`src/rtl/nco_dpll_pkg.sv`:
```
// Package: default widths shared by the clock-enable loop and its bench.
// Assumes every width is at least 2 and ERR_W does not exceed CTRL_W.
package nco_dpll_pkg;
    localparam int DEF_DIV_W  = 16;
    localparam int DEF_ERR_W  = 12;
    localparam int DEF_CTRL_W = 16;
    localparam int DEF_GAIN_W = 4;
    localparam int DEF_DEC_W  = 16;
endpackage

```
`src/rtl/nco_dpll_div.sv`:
```
// Event divider: emits one tick per div_i input events; 0 and 1 pass all.
// Assumes div_i is held steady while it matters; a ratio lowered below
// the running count ends the current cycle on the next event.
module nco_dpll_div #(
    parameter int W = 16
) (
    input  logic         clk,
    input  logic         rst_n,
    input  logic         evt_i,
    input  logic [W-1:0] div_i,
    output logic         tick_o
);
    logic [W-1:0] cnt_q;
    logic         last;

    // last event of the current division cycle
    always_comb begin
        last   = (div_i <= W'(1)) || (cnt_q >= div_i - W'(1));
        tick_o = evt_i && last;
    end

    // count events, restart after the terminal one
    always_ff @(posedge clk) begin
        if (!rst_n)
            cnt_q <= '0;
        else if (evt_i)
            cnt_q <= last ? '0 : cnt_q + W'(1);
    end
endmodule

```
`src/rtl/nco_dpll_pfd.sv`:
```
// Phase/frequency detector: saturating signed up/down counter of ticks.
// Assumes both ticks are single-cycle; coincident ticks cancel.
module nco_dpll_pfd #(
    parameter int ERR_W = 12
) (
    input  logic                    clk,
    input  logic                    rst_n,
    input  logic                    up_i,
    input  logic                    dn_i,
    output logic signed [ERR_W-1:0] err_o
);
    localparam logic signed [ERR_W-1:0] ERR_MAX = {1'b0, {(ERR_W-1){1'b1}}};
    localparam logic signed [ERR_W-1:0] ERR_MIN = {1'b1, {(ERR_W-1){1'b0}}};

    // step the error toward the leading side, holding at the limits
    always_ff @(posedge clk) begin
        if (!rst_n)
            err_o <= '0;
        else if (up_i && !dn_i && err_o != ERR_MAX)
            err_o <= err_o + 1'b1;
        else if (dn_i && !up_i && err_o != ERR_MIN)
            err_o <= err_o - 1'b1;
    end
endmodule

```
`src/rtl/nco_dpll_filt.sv`:
```
// Loop filter: proportional-plus-integral update on a decimation strobe.
// Gains are right shifts; integrator and output clamp to the unsigned
// control range. Assumes ERR_W <= CTRL_W.
module nco_dpll_filt #(
    parameter int ERR_W  = 12,
    parameter int CTRL_W = 16,
    parameter int GAIN_W = 4,
    parameter int DEC_W  = 16
) (
    input  logic                    clk,
    input  logic                    rst_n,
    input  logic signed [ERR_W-1:0] err_i,
    input  logic [GAIN_W-1:0]       gain_p_i,
    input  logic [GAIN_W-1:0]       gain_i_i,
    input  logic [DEC_W-1:0]        dec_rate_i,
    input  logic                    hold_i,
    output logic [CTRL_W-1:0]       ctrl_o,
    output logic                    vld_o
);
    localparam int ACC_W = CTRL_W + 2;
    localparam logic signed [ACC_W-1:0] TOP = ACC_W'((64'd1 << CTRL_W) - 64'd1);

    logic [DEC_W-1:0]        dcnt_q;
    logic                    strobe;
    logic signed [ACC_W-1:0] integ_q, err_x, p_term, i_term, integ_sum, integ_nx, ctrl_sum;
    logic [CTRL_W-1:0]       ctrl_nx;

    // clamp a signed value to the unsigned control range
    function automatic logic signed [ACC_W-1:0] clamp(input logic signed [ACC_W-1:0] v);
        if (v < 0)
            return '0;
        else if (v > TOP)
            return TOP;
        else
            return v;
    endfunction

    // next integrator and control word
    always_comb begin
        strobe    = (dcnt_q >= dec_rate_i);
        err_x     = ACC_W'(err_i);
        p_term    = err_x >>> gain_p_i;
        i_term    = err_x >>> gain_i_i;
        integ_sum = integ_q + i_term;
        integ_nx  = hold_i ? integ_q : clamp(integ_sum);
        ctrl_sum  = integ_nx + p_term;
        ctrl_nx   = CTRL_W'(clamp(ctrl_sum));
    end

    // decimation counter sets the update period
    always_ff @(posedge clk) begin
        if (!rst_n)
            dcnt_q <= '0;
        else
            dcnt_q <= strobe ? '0 : dcnt_q + DEC_W'(1);
    end

    // filter state and the valid strobe that follows each update
    always_ff @(posedge clk) begin
        if (!rst_n) begin
            integ_q <= '0;
            ctrl_o  <= '0;
            vld_o   <= 1'b0;
        end else begin
            vld_o <= strobe;
            if (strobe) begin
                integ_q <= integ_nx;
                ctrl_o  <= ctrl_nx;
            end
        end
    end
endmodule

```
`src/rtl/nco_dpll_sdm.sv`:
```
// First-order pulse-density modulator: enable density = ctrl / (2^W - 1),
// so zero never fires and all-ones fires every cycle.
module nco_dpll_sdm #(
    parameter int W = 16
) (
    input  logic         clk,
    input  logic         rst_n,
    input  logic [W-1:0] ctrl_i,
    output logic         ce_o
);
    localparam logic [W:0] MODV = {1'b0, {W{1'b1}}};

    logic [W-1:0] acc_q;
    logic [W:0]   sum;
    logic         wrap;

    // accumulate and detect overflow past the modulus
    always_comb begin
        sum  = {1'b0, acc_q} + {1'b0, ctrl_i};
        wrap = (sum >= MODV);
    end

    // phase accumulator and registered enable
    always_ff @(posedge clk) begin
        if (!rst_n) begin
            acc_q <= '0;
            ce_o  <= 1'b0;
        end else begin
            acc_q <= wrap ? W'(sum - MODV) : sum[W-1:0];
            ce_o  <= wrap;
        end
    end
endmodule

```
`src/rtl/nco_dpll.sv`:
```
// Top: reference edge detect, two dividers, error counter, loop filter
// and pulse-density oscillator whose enable gates the feedback divider.
// Assumes ref_i is synchronous to clk and active on its rising edge.
module nco_dpll #(
    parameter int DIV_W  = nco_dpll_pkg::DEF_DIV_W,
    parameter int ERR_W  = nco_dpll_pkg::DEF_ERR_W,
    parameter int CTRL_W = nco_dpll_pkg::DEF_CTRL_W,
    parameter int GAIN_W = nco_dpll_pkg::DEF_GAIN_W,
    parameter int DEC_W  = nco_dpll_pkg::DEF_DEC_W
) (
    input  logic                    clk,
    input  logic                    rst_n,
    input  logic                    ref_i,
    input  logic [DIV_W-1:0]        ref_div_i,
    input  logic [DIV_W-1:0]        fb_div_i,
    input  logic [GAIN_W-1:0]       gain_p_i,
    input  logic [GAIN_W-1:0]       gain_i_i,
    input  logic [DEC_W-1:0]        dec_rate_i,
    input  logic                    hold_i,
    output logic                    nco_ce_o,
    output logic signed [ERR_W-1:0] err_o,
    output logic [CTRL_W-1:0]       ctrl_o,
    output logic                    mon_vld_o
);
    logic ref_q, ref_rise, ref_tick, fb_tick;

    // remember the previous reference level
    always_ff @(posedge clk) begin
        if (!rst_n)
            ref_q <= 1'b0;
        else
            ref_q <= ref_i;
    end

    // a reference event is a low-to-high transition
    always_comb ref_rise = ref_i && !ref_q;

    nco_dpll_div #(.W(DIV_W)) ref_div_u (
        .clk(clk), .rst_n(rst_n), .evt_i(ref_rise), .div_i(ref_div_i), .tick_o(ref_tick)
    );

    nco_dpll_div #(.W(DIV_W)) fb_div_u (
        .clk(clk), .rst_n(rst_n), .evt_i(nco_ce_o), .div_i(fb_div_i), .tick_o(fb_tick)
    );

    nco_dpll_pfd #(.ERR_W(ERR_W)) pfd_u (
        .clk(clk), .rst_n(rst_n), .up_i(ref_tick), .dn_i(fb_tick), .err_o(err_o)
    );

    nco_dpll_filt #(.ERR_W(ERR_W), .CTRL_W(CTRL_W), .GAIN_W(GAIN_W), .DEC_W(DEC_W)) filt_u (
        .clk(clk), .rst_n(rst_n), .err_i(err_o), .gain_p_i(gain_p_i), .gain_i_i(gain_i_i),
        .dec_rate_i(dec_rate_i), .hold_i(hold_i), .ctrl_o(ctrl_o), .vld_o(mon_vld_o)
    );

    nco_dpll_sdm #(.W(CTRL_W)) sdm_u (
        .clk(clk), .rst_n(rst_n), .ctrl_i(ctrl_o), .ce_o(nco_ce_o)
    );
endmodule

```
`config.mk`:
```
export PLATFORM = sky130hd
export DESIGN_NAME = nco_dpll
export DESIGN_NICKNAME = d
export VERILOG_FILES = /design/src/rtl/nco_dpll_pkg.sv /design/src/rtl/nco_dpll_div.sv /design/src/rtl/nco_dpll_pfd.sv /design/src/rtl/nco_dpll_filt.sv /design/src/rtl/nco_dpll_sdm.sv /design/src/rtl/nco_dpll.sv
export SDC_FILE = /design/constraint.sdc
export NUM_CORES = 1
export LEC_CHECK = 0
export BUFFER_PORTS_ARGS = -buffer_cell sky130_fd_sc_hd__buf_2
export CAP_MARGIN = 10
export CORE_UTILIZATION = 50
export DETAILED_ROUTE_END_ITERATION = 6
export HOLD_SLACK_MARGIN = 0.08
export PLACE_DENSITY_LB_ADDON = 0.08
export SYNTH_ARGS = -nofsm -noshare
export SYNTH_HDL_FRONTEND = slang
export SYNTH_HIERARCHICAL = 1
export SYNTH_SLANG_ARGS = --single-unit
```
`constraint.sdc`:
```
create_clock -name clk -period 6.4 [get_ports clk]
set_input_delay 0.32 -clock clk [delete_from_list [all_inputs] [get_ports clk]]
set_output_delay 0.32 -clock clk [all_outputs]
set_load 0.005 [all_outputs]
```
Yosys cells after proc, flatten, opt, wreduce, memory -nomap -nowiden
Cells that the tools add are included.
{ "word_totals": {"word_cells": 60, "mem_count": 0, "rom_bits": 0, "out_inout_bits": 30, "in_bits": 60, "ram_bits": 0, "latchBits": 0, "regBits": 113} }
{ "op_classes": {"mul": 0, "n_addsub": 11, "magnitude_cmp": 10, "shift": 2, "n_bitwise": 1, "eq_ne": 2, "n_mux": 10, "div": 0, "reduce_logical": 14} }
{ "op_table": {"columns": ["operator", "count"], "rows": [
  ["$mux W16", 5],
  ["$mux W18", 3],
  ["$add A16 B1 Y16 const B", 3],
  ["$ge A16 B16 Y1", 3],
  ["$add A18 B18 Y18", 2],
  ["$gt A18 B17 Y1 const B", 2],
  ["$lt A18 B1 Y1 const B", 2],
  ["$sshr A12 B4 Y18", 2],
  ["$le A16 B1 Y1 const B", 2],
  ["$sub A16 B1 Y16 const B", 2],
  ["$mux W12", 2],
  ["$ne A12 B12 Y1 const B", 2],
  ["$add A16 B16 Y17", 1],
  ["$ge A17 B16 Y1 const B", 1],
  ["$sub A16 B16 Y16 const B", 1],
  ["$add A12 B1 Y12 const B", 1],
  ["$sub A12 B1 Y12 const B", 1],
  ["$logic_and A1 B1 Y1", 7],
  ["$logic_not A1 Y1", 3],
  ["$logic_or A1 B1 Y1", 2],
  ["$reduce_bool A2 Y1", 1],
  ["$reduce_or A2 Y1", 1],
  ["$not A1 Y1", 1]
]} }

Depth between registers and ports, before layout
{ "logic_depth": {"word_depth": 10, "mapped_depth": 30, "ltp_nobuf": 28} }

By module
Netlist, hierarchy kept.
{ "modules_own_cells": {"columns": ["mod", "seq_area_each_um2", "cells_each", "area_each_um2", "n_inst"], "rows": [
  ["nco_dpll_filt", 1021.0, 693, 5322.6, 1],
  ["nco_dpll_div", 320.3, 169, 1458.9, 2],
  ["nco_dpll_sdm", 340.3, 239, 1899.3, 1],
  ["nco_dpll_pfd", 240.2, 111, 970.9, 1],
  ["nco_dpll", 20.0, 3, 40.0, 1]
]} }

Worst setup path before layout
OpenSTA, ideal clock, no wires.
{ "synth_timing": {"path_type": "input-to-reg", "startpoint": "input gain_i_i[0]", "endpoint": "register filt_u.ctrl_o[13]", "n_path_buf": 4, "cell_stages": 29, "required_ns": 6.274, "arrival_time_ns": 5.856, "path_slack_ns": 0.417, "setup_time_ns": 0.126, "cell_sequence": "buf_1 -> mux2_2 -> mux2i_1 -> a21oi_1 -> o21ai_0 -> inv_1 -> ha_1 -> a21o_1 -> a21oi_1 -> o21ai_0 -> a32oi_1 -> a21oi_1 -> or2_2 -> clkbuf_1 -> o31ai_1 -> ha_1 -> clkbuf_1 -> a21oi_1 -> o21bai_1 -> a21oi_1 -> nor2_1 -> a211oi_1 -> o221ai_1 -> a21o_1 -> inv_1 -> a2111oi_4 -> nor2_2 -> buf_2 -> a22oi_2"} }
{ "synth_between": {"elab_chain_cells": 10, "word_cells_on_any_way": 12, "classes_between": "2 x add/sub; 4 x order compare; 1 x shift; 5 x mux"} }
{ "synth_rtl": {"columns": ["element", "line_no", "text"], "rows": [
  ["start, declared", "nco_dpll.sv:17", "input logic [GAIN_W-1:0] gain_i_i,"],
  ["$sshr A12 B4 Y18 *", "nco_dpll_filt.sv:43", "i_term = err_x >>> gain_i_i;"],
  ["$add A18 B18 Y18 *", "nco_dpll_filt.sv:44", "integ_sum = integ_q + i_term;"],
  ["$gt A18 B17 Y1", "nco_dpll_filt.sv:32", "else if (v > TOP)"],
  ["$mux W18", "nco_dpll_filt.sv:32", null],
  ["$mux W18 *", "nco_dpll_filt.sv:30", "if (v < 0)"],
  ["$mux W18 *", "nco_dpll_filt.sv:45", "integ_nx = hold_i ? integ_q : clamp(integ_sum);"],
  ["net filt_u.integ_nx[6]", "nco_dpll_filt.sv:25", "logic signed [ACC_W-1:0] integ_q, err_x, p_term, i_term, integ_sum, integ_nx, ctrl_sum;"],
  ["$add A18 B18 Y18 *", "nco_dpll_filt.sv:46", "ctrl_sum = integ_nx + p_term;"],
  ["$gt A18 B17 Y1", "nco_dpll_filt.sv:32", null],
  ["$mux W16", "nco_dpll_filt.sv:32", null],
  ["$mux W16 *", "nco_dpll_filt.sv:30", null],
  ["end signal, assigned", "nco_dpll_filt.sv:68", "ctrl_o <= ctrl_nx;"],
  ["end, declared", "nco_dpll_filt.sv:17", "output logic [CTRL_W-1:0] ctrl_o,"]
]} }
Mark *: on every way through the listed nets, which the timed path passes. The rest lies on a longest branch.
A chain may end at the register's enable or synchronous reset.

Final worst setup path
{ "layout_timing": {"startpoint": "register pfd_u.err_o[10]", "endpoint": "register filt_u.ctrl_o[14]"} }
{ "layout_between": {"elab_chain_cells": 10, "word_cells_on_any_way": 13, "classes_between": "2 x add/sub; 4 x order compare; 2 x shift; 5 x mux"} }
{ "layout_rtl": {"columns": ["element", "line_no", "text"], "rows": [
  ["start, declared", "nco_dpll_pfd.sv:10", "output logic signed [ERR_W-1:0] err_o"],
  ["start signal, assigned", "nco_dpll_pfd.sv:20", "err_o <= err_o + 1'b1;"],
  ["start signal, assigned", "nco_dpll_pfd.sv:22", "err_o <= err_o - 1'b1;"],
  ["$sshr A12 B4 Y18 *", "nco_dpll_filt.sv:43", null],
  ["$add A18 B18 Y18 *", "nco_dpll_filt.sv:44", null],
  ["$gt A18 B17 Y1", "nco_dpll_filt.sv:32", null],
  ["$mux W18", "nco_dpll_filt.sv:32", null],
  ["$mux W18 *", "nco_dpll_filt.sv:30", null],
  ["$mux W18 *", "nco_dpll_filt.sv:45", null],
  ["net filt_u.integ_nx[1]", "nco_dpll_filt.sv:25", null],
  ["$add A18 B18 Y18 *", "nco_dpll_filt.sv:46", null],
  ["$gt A18 B17 Y1", "nco_dpll_filt.sv:32", null],
  ["$mux W16", "nco_dpll_filt.sv:32", null],
  ["$mux W16 *", "nco_dpll_filt.sv:30", null]
]} }
Marks and branches as above.

==> summary.md <==
| Metric | Value |
|---|---|
| Maximum buffer depth of the clock tree | 2 |
| Tcrit/Tclk final | 0.929 |
| Wire length of the first global-routing pass | 45600 um |
| Register share of total power | 0.377 |
| Highest clock frequency the design can meet | 0.168 GHz |
| CTS hold repair buffers | 0 |
| # rows | 54 |
| Clk Tree Root Cell | clkbuf_16 |
| Hold WC Path Type | in2reg |
| Number of input and output port buffers inserted | 89 |
| Detailed Place HPWL | 21600 um |
| Final Max Tran Viols | 0 |
| Antenna violations before repair | 0 |
| Library cell with the highest instance count after synthesis | nor2_1 |
| Global routing met3 resource utilization | 0.0419 |
| Post-synthesis instance area | 11200 um^2 |
| Combinational fraction of design power | 0.115 |
| Share of async-settable or async-resettable flops after synthesis | 0 |
| Top cell type's share of synthesized area | 0.203 |
| Die width | 151 um |
| Type of the worst setup path | reg2reg |
| Setup fix buffers added after clock tree synthesis | 0 |
| CP Max Fanout | 20 |
| Core Box Area | 21800 um^2 |
| Final GP Congestion | 0.875 |
| Routed Wire Length | 27700 um |
| Starting density of the core | 0.511 |
| Worst slack on hold paths | 0.133 ns |
| Cell internal power dissipation | 1.41 mW |
| PD cells | 151 nW/um^2 |
| Full die area | 22900 um^2 |
| Diode count | 0 |
| Setup repair after global routing missed its margin | false |
| Final global-route overflow total | 0 |
| Count of unique library cells instantiated by Yosys | 105 |
| Max-cap violations | 0 |
| Busiest layer in global routing | met2 |
| Cell type with the highest aggregate area in the netlist | dfxtp_1 |
| Vertical extent of the die | 151 um |
| Share of final-layout standard cells stronger than drive strength 1 | 0.171 |
| Fraction of power consumed by the clock network | 0.508 |
| Number of H-tree levels | 4 |
| Total via count in the routed design | 10300 |
| DR DRC count | 0 |
| Avg WL per Cell | 15.6 um |
| Number of ports placed on the die boundary | 90 |
| Setup Total Neg Slack | 0 ns |
| Number of nets in the final layout | 1659 |
| Vias in the first global route | 9521 |
| Antenna Violating Nets Remaining | 0 |
| Final setup viols | 0 |
| Worst slew margin relative to its limit | 0.241 |
| Element type at the critical path end | flop |
| Number of cells produced by synthesis | 1384 |
| Flops & latches, synth | 113 |
| Primary flip-flop cell chosen by synthesis mapping | dfxtp_1 |
| Number of warnings printed during yosys synthesis | 6 |
| Largest net degree at the start of global routing | 37 |
| CTS clock-pin slew for the worst setup and hold paths | 0.06 ns |
| Final hold viol count | 0 |
| Worst vdd rail ir drop | 132 uV |
| Data required time at the worst endpoint | 6.69 ns |
| Number of buffers created by CTS | 17 |
| Final worst path period need | 5.95 ns |
| CP Launch Type | flop |
| Status | finished, final reports clean |
| Final setup skew | 0.0120 ns |
| Overall fraction of global-route tracks in use | 0.249 |
| Cell types with the largest area share after synthesis | dfxtp_1 (20%), ha_1 (13%), a21oi_1 (5.1%) |
| Sw Share | 0.258 |
| Global Route met2 Usage | 0.411 |
| # clock sinks | 113 |
| TritonCTS clock tree | done |
| Count of TritonRoute iterations in the first routing pass | 5 |
| Number of DRC markers in iteration 0 | 624 |
| Commonest cells post-synth | nor2_1 (131), nand2_1 (126), ha_1 (116) |
| Static leakage power | 5.42 nW |
| Count of flip-flops with a built-in enable after synthesis | 0 |
| Total nets after synthesis | 1564 |
| Vias per inst | 5.84 |
| Average size of a mapped cell | 8.06 um^2 |
| Layout overhead on the synthesized area | 12.9% |
| Net switching power | 0.489 mW |
| Critical path data arrival time | 6.24 ns |
| Insertion delay to the later sink of the worst-skew pair | 0.42 ns |
| Sequential-to-total area share from yosys stat | 0.203 |
| Met1 routing resource usage after global routing | 0.335 |
| Worst-Margin Slew | 1.14 ns |
-- power by group through the flow --
stage	Combinational [mW]	Clock (mW)	Sequential [mW]
3_5_place_dp	0.216	0	0.729
6_report	0.218	0.963	0.714
5_1_grt	0.244	1.01	0.714
3_3_place_gp	0.212	0	0.729
4_1_cts	0.217	0.979	0.713
2_1_floorplan	0.150	0	0.728
-- worst max-delay path, stage by stage, from the launching register on --
cell	delay, ns
dfxtp_1	0.33
buf_4	0.19
mux2i_1	0.11
a21oi_1	0.27
mux4_2	0.29
ha_1	0.17
inv_1	0.05
fa_1	0.38
nand2b_1	0.19
a21oi_1	0.28
o221a_4	0.28
a221o_1	0.16
nor2_1	0.06
buf_4	0.17
inv_1	0.13
a211oi_1	0.10
a21o_1	0.24
fa_1	0.47
a21o_1	0.21
a21oi_2	0.25
nor3_1	0.12
o311a_1	0.21
nor3_1	0.27
o21ai_1	0.12
xor2_1	0.15
buf_4	0.20
nor4b_1	0.34
nor3_1	0.10
-- layout make-up --
type | count | area, um^2
clock buffer | 21 | 470
clock inverter | 11 | 130
fill | 2102 | 9240
inverter | 58 | 218
multi-input combinational | 1169 | 8470
sequential | 113 | 2260
tap | 280 | 350
timing repair buffer | 120 | 678
-- per-stage QoR --
stage	cells	util	power [mW]	setup slack (ns)	area, um^2
detailed placement	1740	0.548	0.945	-0.0265	12000
global route	1772	0.577	1.97	0.0506	12600
floorplan	1384	-	0.878	0.417	11200
finish	1772	0.577	1.89	0.454	12600
CTS	1772	0.576	1.91	0.168	12600
global placement	1740	0.548	0.941	0.0899	12000
-- sequential cells by signal, summed over array words and instances (netlist names) --
signal           cells
fb_div_u/cnt_q      16
ref_div_u/cnt_q     16
sdm_u/acc_q         16
sdm_u/ce_o           1
ref_q                1
filt_u/ctrl_o       16
pfd_u/err_o         12
filt_u/dcnt_q       16
filt_u/integ_q      18
filt_u/vld_o         1
-- routing by layer --
metal,vias to the layer above,share of wire
li1,5304,-
met1,4819,0.49
met2,200,0.46
met3,21,0.039
met4,0,0.0094
met5,-,0
-- path summary, 6_finish.rpt --
kind                            depth (start not counted)            endpoint  slack, ns                from
worst max-delay path                                   27   filt_u/ctrl_o[14]       0.45     pfd_u/err_o[10]
worst min-delay path                                    2               ref_q       0.13               ref_i
worst max register to register                         27   filt_u/ctrl_o[14]       0.45     pfd_u/err_o[10]
worst min register to register                          2  filt_u/integ_q[16]       0.46  filt_u/integ_q[16]
-- cell usage in the layout (no fill, tap or decap), types with 21 or more instances in the layout --
cell type  count
a21o_1        27
a21oi_1      112
buf_2         89
buf_4         31
dfxtp_1      112
ha_1         116
inv_1         57
mux2i_1       28
nand2_1      126
nand3_1       46
nand4_1       28
nor2_1       131
nor3_1        39
nor3_2        21
o21ai_0       65
o31ai_1       22
xnor2_1       59
xor2_1        40
-- logic make-up after synthesis --
kind of cell	synth area share
mux	0.0627
flops	0.203
xor+xnor	0.0778
fa+ha+maj	0.137
compound gates	0.220
simple gates	0.259
buf+inv	0.0402
-- repair_timing --
item / CTS / global route
gates resized for setup: 0 / 8
endpoints found under the hold margin: 0 / 0
endpoints found under the setup margin: 0 / 16
(Power assumes the default switching activity.)
